--- src/rtl/nvsc_pkg.sv ---
package nvsc_pkg;

  typedef enum logic [2:0] {
    ST_PWROFF  = 3'd0,
    ST_RECALL  = 3'd1,
    ST_IDLE    = 3'd2,
    ST_GRACE   = 3'd3,
    ST_ERASE   = 3'd4,
    ST_PROG    = 3'd5,
    ST_RELEASE = 3'd6
  } ctl_state_e;

  typedef enum logic [1:0] {
    OP_NONE   = 2'd0,
    OP_ERASE  = 2'd1,
    OP_PROG   = 2'd2,
    OP_RECALL = 2'd3
  } arr_op_e;

endpackage

--- src/rtl/nvsc_sync.sv ---
module nvsc_sync #(
  parameter int STAGES    = 2,
  parameter bit RESET_VAL = 1'b1
) (
  input  logic clk,
  input  logic rst_n,
  input  logic d_async,
  output logic q_sync
);
  logic [STAGES-1:0] chain_q;

  generate
    for (genvar i = 0; i < STAGES; i++) begin : g_stage
      if (i == 0) begin : g_first
        always_ff @(posedge clk or negedge rst_n) begin
          if (!rst_n) chain_q[0] <= RESET_VAL;
          else        chain_q[0] <= d_async;
        end
      end else begin : g_next
        always_ff @(posedge clk or negedge rst_n) begin
          if (!rst_n) chain_q[i] <= RESET_VAL;
          else        chain_q[i] <= chain_q[i-1];
        end
      end
    end
  endgenerate

  assign q_sync = chain_q[STAGES-1];
endmodule

--- src/rtl/nvsc_timer.sv ---
module nvsc_timer #(
  parameter int CNT_W = 8
) (
  input  logic             clk,
  input  logic             rst_n,
  input  logic             load,
  input  logic [CNT_W-1:0] load_val,
  output logic             expired
);
  logic [CNT_W-1:0] cnt_q;

  always_ff @(posedge clk or negedge rst_n) begin
    if (!rst_n)            cnt_q <= '0;
    else if (load)         cnt_q <= load_val;
    else if (cnt_q != '0)  cnt_q <= cnt_q - 1'b1;
  end

  assign expired = (cnt_q == '0);

  // Counter never underflows: a cycle after reaching zero without a load it stays zero
  assert_hold_zero_R7: assert property (@(posedge clk) disable iff (!rst_n)
    (expired && !load) |=> expired);
endmodule

--- src/rtl/nvsc_dirty.sv ---
module nvsc_dirty (
  input  logic clk,
  input  logic rst_n,
  input  logic wr_fire,
  input  logic nv_done,
  output logic dirty
);
  always_ff @(posedge clk or negedge rst_n) begin
    if (!rst_n)       dirty <= 1'b0;
    else if (wr_fire) dirty <= 1'b1;
    else if (nv_done) dirty <= 1'b0;
  end

  assert_write_marks_R12: assert property (@(posedge clk) disable iff (!rst_n)
    wr_fire |=> dirty);
  assert_done_cleans_R12: assert property (@(posedge clk) disable iff (!rst_n)
    (nv_done && !wr_fire) |=> !dirty);
endmodule

--- src/rtl/nv_store_ctrl.sv ---
module nv_store_ctrl
  import nvsc_pkg::*;
#(
  parameter int DELAY_CYC  = 8,
  parameter int ERASE_CYC  = 12,
  parameter int PROG_CYC   = 16,
  parameter int RECALL_CYC = 10,
  parameter int SYNC_STG   = 2
) (
  input  logic       clk,
  input  logic       rst_n,
  input  logic       pwr_low,
  input  logic       inhibit_auto,
  input  logic       sw_store,
  input  logic       busy_line_i,
  output logic       busy_drive,
  input  logic       acc_valid,
  input  logic       acc_we,
  output logic       acc_ready,
  output logic [1:0] nv_op
);
  localparam int MAX_AB  = (DELAY_CYC > ERASE_CYC) ? DELAY_CYC : ERASE_CYC;
  localparam int MAX_CD  = (PROG_CYC > RECALL_CYC) ? PROG_CYC : RECALL_CYC;
  localparam int MAX_CYC = (MAX_AB > MAX_CD) ? MAX_AB : MAX_CD;
  localparam int CNT_W   = $clog2(MAX_CYC + 1);

  localparam logic [CNT_W-1:0] LD_DELAY  = CNT_W'(DELAY_CYC - 1);
  localparam logic [CNT_W-1:0] LD_ERASE  = CNT_W'(ERASE_CYC - 1);
  localparam logic [CNT_W-1:0] LD_PROG   = CNT_W'(PROG_CYC - 1);
  localparam logic [CNT_W-1:0] LD_RECALL = CNT_W'(RECALL_CYC - 1);

  ctl_state_e       state_q, state_d;
  logic             line_high_s, line_low_s;
  logic             dirty;
  logic             t_load, t_done;
  logic [CNT_W-1:0] t_val;
  logic             pwr_fail_q;
  logic             wr_fire, nv_done, store_go, auto_req;

  nvsc_sync #(.STAGES(SYNC_STG), .RESET_VAL(1'b1)) u_line_sync (
    .clk     (clk),
    .rst_n   (rst_n),
    .d_async (busy_line_i),
    .q_sync  (line_high_s)
  );
  assign line_low_s = !line_high_s;

  nvsc_timer #(.CNT_W(CNT_W)) u_phase_timer (
    .clk      (clk),
    .rst_n    (rst_n),
    .load     (t_load),
    .load_val (t_val),
    .expired  (t_done)
  );

  nvsc_dirty u_dirty (
    .clk     (clk),
    .rst_n   (rst_n),
    .wr_fire (wr_fire),
    .nv_done (nv_done),
    .dirty   (dirty)
  );

  // Power loss seen at any time: remembered until the power-off state is entered
  always_ff @(posedge clk or negedge rst_n) begin
    if (!rst_n)                   pwr_fail_q <= 1'b0;
    else if (state_q == ST_PWROFF) pwr_fail_q <= 1'b0;
    else if (pwr_low)             pwr_fail_q <= 1'b1;
  end

  assign auto_req = pwr_low && !inhibit_auto;
  assign store_go = sw_store || (dirty && (auto_req || line_low_s));

  always_comb begin
    state_d = state_q;
    unique case (state_q)
      ST_PWROFF:  if (!pwr_low) state_d = ST_RECALL;
      ST_RECALL: begin
        if (pwr_low)     state_d = ST_PWROFF;
        else if (t_done) state_d = ST_IDLE;
      end
      ST_IDLE: begin
        if (store_go)     state_d = ST_GRACE;
        else if (pwr_low) state_d = ST_PWROFF;
      end
      ST_GRACE:   if (t_done) state_d = ST_ERASE;
      ST_ERASE:   if (t_done) state_d = ST_PROG;
      ST_PROG:    if (t_done) state_d = ST_RELEASE;
      ST_RELEASE: if (line_high_s)
                    state_d = (pwr_fail_q || pwr_low) ? ST_PWROFF : ST_IDLE;
      default:    state_d = ST_PWROFF;
    endcase
  end

  always_ff @(posedge clk or negedge rst_n) begin
    if (!rst_n) state_q <= ST_PWROFF;
    else        state_q <= state_d;
  end

  always_comb begin
    t_load = (state_d != state_q);
    unique case (state_d)
      ST_GRACE:  t_val = LD_DELAY;
      ST_ERASE:  t_val = LD_ERASE;
      ST_PROG:   t_val = LD_PROG;
      ST_RECALL: t_val = LD_RECALL;
      default:   t_val = '0;
    endcase
  end

  assign nv_done = t_done && ((state_q == ST_PROG) || (state_q == ST_RECALL && !pwr_low));

  always_comb begin
    unique case (state_q)
      ST_IDLE:  acc_ready = !(acc_we && line_low_s);
      ST_GRACE: acc_ready = !acc_we;
      default:  acc_ready = 1'b0;
    endcase
  end

  assign wr_fire = acc_valid && acc_we && acc_ready;

  assign busy_drive = (state_q == ST_GRACE) || (state_q == ST_ERASE) || (state_q == ST_PROG);

  always_comb begin
    unique case (state_q)
      ST_ERASE:  nv_op = OP_ERASE;
      ST_PROG:   nv_op = OP_PROG;
      ST_RECALL: nv_op = OP_RECALL;
      default:   nv_op = OP_NONE;
    endcase
  end

  // ---------------- assertions ----------------
  assert_no_late_write_R6: assert property (@(posedge clk) disable iff (!rst_n)
    (acc_we && line_low_s) |-> !acc_ready);

  assert_store_has_cause_R3: assert property (@(posedge clk) disable iff (!rst_n)
    $rose(state_q == ST_GRACE) |-> ($past(sw_store) || $past(dirty)));

  assert_prog_after_erase_R7: assert property (@(posedge clk) disable iff (!rst_n)
    $rose(nv_op == OP_PROG) |-> ($past(nv_op) == OP_ERASE));

  assert_locked_in_array_R8: assert property (@(posedge clk) disable iff (!rst_n)
    ((nv_op == OP_ERASE) || (nv_op == OP_PROG)) |-> !acc_ready);

  assert_hold_release_R9: assert property (@(posedge clk) disable iff (!rst_n)
    (state_q == ST_RELEASE && line_low_s) |=> (!acc_ready && !busy_drive));

  assert_inhibit_blocks_auto_R10: assert property (@(posedge clk) disable iff (!rst_n)
    (state_q == ST_IDLE && inhibit_auto && !sw_store && line_high_s) |=> !busy_drive);
endmodule

--- config.mk ---
export PLATFORM = sky130hd
export DESIGN_NAME = nv_store_ctrl
export DESIGN_NICKNAME = d
export VERILOG_FILES = /design/src/rtl/nvsc_pkg.sv /design/src/rtl/nvsc_sync.sv /design/src/rtl/nvsc_timer.sv /design/src/rtl/nvsc_dirty.sv /design/src/rtl/nv_store_ctrl.sv
export SDC_FILE = /design/constraint.sdc
export NUM_CORES = 1
export LEC_CHECK = 0
export BUFFER_PORTS_ARGS = -buffer_cell sky130_fd_sc_hd__buf_2
export CORE_MARGIN = 3
export CORE_UTILIZATION = 25
export CTS_BUF_LIST = sky130_fd_sc_hd__clkbuf_2 sky130_fd_sc_hd__clkbuf_4 sky130_fd_sc_hd__clkbuf_8
export DETAILED_ROUTE_END_ITERATION = 8
export PLACE_DENSITY = 0.52
export SYNTH_ARGS = -nofsm -noshare
export SYNTH_HDL_FRONTEND = slang
export SYNTH_HIERARCHICAL = 1
export SYNTH_SLANG_ARGS = --single-unit
--- constraint.sdc ---
create_clock -name clk -period 4.96 [get_ports clk]
set_input_delay 0.248 -clock clk [delete_from_list [all_inputs] [get_ports clk]]
set_output_delay 0.248 -clock clk [all_outputs]
set_load 0.005 [all_outputs]
==> run metrics <==
num rows=21; Final Max Slew Viols=0; RD Place Congestion=0.773; crit path time final=2.75 ns; antenna violations before repair=0; ys async rst share=100%; CTS Hold Bufs=1; Worst IR Drop VDD=131 uV; DRC Markers=0; max cap viols=0; Fmax=364 MHz; wire per inst=11.6 microns; via count=709; ant diodes=0; Critical Path End=u_phase_timer/cnt_q[4]; clock power share=14.5%; Leak Pwr=0.438 nW; Sw Ratio=44.1%; Startpoint Class=flop; first-pass GRT wire length=3.22 mm; Synth Cell Area=926 sq um; Mapped Nets=108; r2r setup slk=2.21 ns; final hold violations=0; Inserted Clock Buffers=3; RR Endpoint=u_phase_timer/cnt_q[4]; R2R depth=8; Power per Cell Area=682 mW/mm^2; GRT Total Usage=9.37%; unrepaired setup endpoints after global routing=no; chip width=66.9 microns; I/O Buffers=11; met2 Use GR=15.6%; busiest grt layer=met2; H-tree levels=1; drt pass-1 iters=3; Final ANT Viol Nets=0; Crit path required time=5.05 ns; CP Data Arrival Time=2.84 ns; synth warn=6; I/O pin count=12; Seq/Total Area, Yosys=32.7%; clk sinks=12; met1 capacity usage during global routing=12.0%; Core Region=0.00344 sq mm; Nets=120; Slew @ Worst Pin=0.687 ns; Worst-Skew Late Latency=0.24 ns; Power Internal=0.000402 W; post-cts sizing count=0; largest net degree at the start of global routing=17; post-synthesis to final-layout area growth=13.9%; Setup crit end kind=flop; met3 Track Usage GR=1.35%; syn_area_per_cell=9.35 sq um; Initial Util=26.9%; pre-CTS setup slack=2.20 ns; # setup viols final=0; Vias per Instance=4.54; Post-CTS Setup Bufs=0; Setup crit start=u_phase_timer/cnt_q[0]; CTS tree=done; vias in the first global route=692; Synth area leader=dfrtp_1; Critical Path Fanout Max=11; Initial DRC Count=80; Root Buffer=clkbuf_8; Mapped Cells=99; synth top area cells=dfrtp_1 27%, dfstp_2 5.7%, buf_6 4.9%, nand2_1 4.1%, o21ai_0 3.8%; Top FF cell, synth=dfrtp_1; sw power=0.000317 W; hold crit path type=primary input to flop; Logic pwr share=55.5%; Overflow after GRT=0; layout cells sized above 1=30.0%; relative slew slack=54.0%; Final Worst Setup Slack=2.21 ns; Post-Layout Cell Count=156; Yosys top cell area share=27.0%; Seq pwr share=30.0%; Worst-path clk slew=0.05 ns; number of flops mapped to enable cells by yosys=0; skew final=0.00743 ns; WL final=1.82 mm; status=finished clean; placed insts=151; Reg-to-Reg Start=u_phase_timer/cnt_q[0]; Final TNS setup=0 ns; hpwl dp=1.41 mm; Die ar.=0.00447 sq mm; crit share post-route=55.4%; number of synthesized register bits=12; Worst Path Class, Setup=flop to flop; clock buffer depth=2; chip height=66.9 microns; Yosys cell types=47
cells by family (layout without fill, tap and decap cells):
logic type               after synthesis  count (layout)  synth area share (%)
other                                  1               1                 0.405
adder cells (fa/ha/maj)                1               1                  1.35
AO/OA/AOI/OAI                         32              32                  25.8
AND/OR/NAND/NOR                       33              33                  23.9
buffers and inverters                 14              25                  8.92
XOR/XNOR                               4               4                  4.60
flip-flops                            12              12                  32.7
multiplexers                           2               2                  2.30
worst max-delay path, stage by stage, from the launching register on:
cell       delay (ns)
dfrtp_1          0.38
inv_1            0.09
ha_1             0.22
nor4b_4          0.60
or2b_2           0.36
a21boi_2         0.16
a2111oi_2        0.06
a21oi_1          0.54
o21ai_0          0.18
registers in the layout (all words and copies together), names as in the netlist:
register             cells
u_dirty/dirty            1
pwr_fail_q               1
u_line_sync/q_sync       1
u_phase_timer/cnt_q      5
state_q                  3
u_line_sync/chain_q      1
placed cells by master, fill, tap and decap left out, types with 2 or more instances in the layout:
cell type   n
nand2_1    10
buf_2      11
o31ai_1     3
inv_1       8
nor2_1      3
or2b_2      2
o21ai_1     3
o21ai_2     2
dfstp_2     2
a21oi_1     5
xnor2_1     3
clkbuf_8    4
nor3_1      3
dfrtp_1    10
or2b_1      2
o21ai_0     7
Yosys cell counts (2+ instances only):
library cell,number
a21oi_1,5
buf_6,4
dfrtp_1,10
dfstp_2,2
inv_1,8
nand2_1,10
nor2_1,3
nor3_1,3
o21ai_0,7
o21ai_1,3
o21ai_2,2
o31ai_1,3
or2b_1,2
or2b_2,2
xnor2_1,3
per-stage QoR:
stage	total power, W	hold WS, ns	util [%]	instance area (sq um)
after floorplan	0.000548	-0.0476	-	926
after global placement	0.000616	0.145	28.8	990
after detailed placement	0.000616	0.140	28.8	990
after CTS	0.000724	0.0959	30.6	1050
after global routing	0.000785	0.0951	30.6	1050
final	0.000719	0.103	30.6	1050
final cells by class:
cell class	count	area [sq um]
Timing Repair Buffer	12	65.1
Sequential cell	12	303
Inverter	9	33.8
Clock buffer	4	55.1
Fill cell	377	2390
Multi-Input combinational cell	73	541
Tap cell	46	57.6
per-layer routing:
| layer | wire length (microns) | part of all wire, % |
|---|---|---|
| met5 | 0 | 0 |
| met4 | 22 | 1.2 |
| met3 | 37 | 2.0 |
| met2 | 892 | 49 |
| met1 | 865 | 48 |
how the worst min path moves through the flow:
stage,slack [ns],cells past startpoint,to,from
final,0.10,1,u_line_sync/chain_q[0],busy_line_i
after global routing,0.1,1,u_line_sync/chain_q[0],busy_line_i
after detailed placement,0.14,1,u_phase_timer/cnt_q[4],rst_n
after CTS,0.1,1,u_line_sync/chain_q[0],busy_line_i
after global placement,0.14,1,u_phase_timer/cnt_q[1],rst_n
after floorplan,-0.05,0,pwr_fail_q,rst_n
power groups by stage:
stage	combinational, W	sequential, W	clock, W
6_report	0.000399	0.000216	0.000104
5_1_grt	0.000446	0.000227	0.000112
4_1_cts	0.000400	0.000216	0.000108
3_5_place_dp	0.000397	0.000218	0
3_3_place_gp	0.000399	0.000217	0
2_1_floorplan	0.000369	0.000179	0
(Power assumes the default switching activity.)
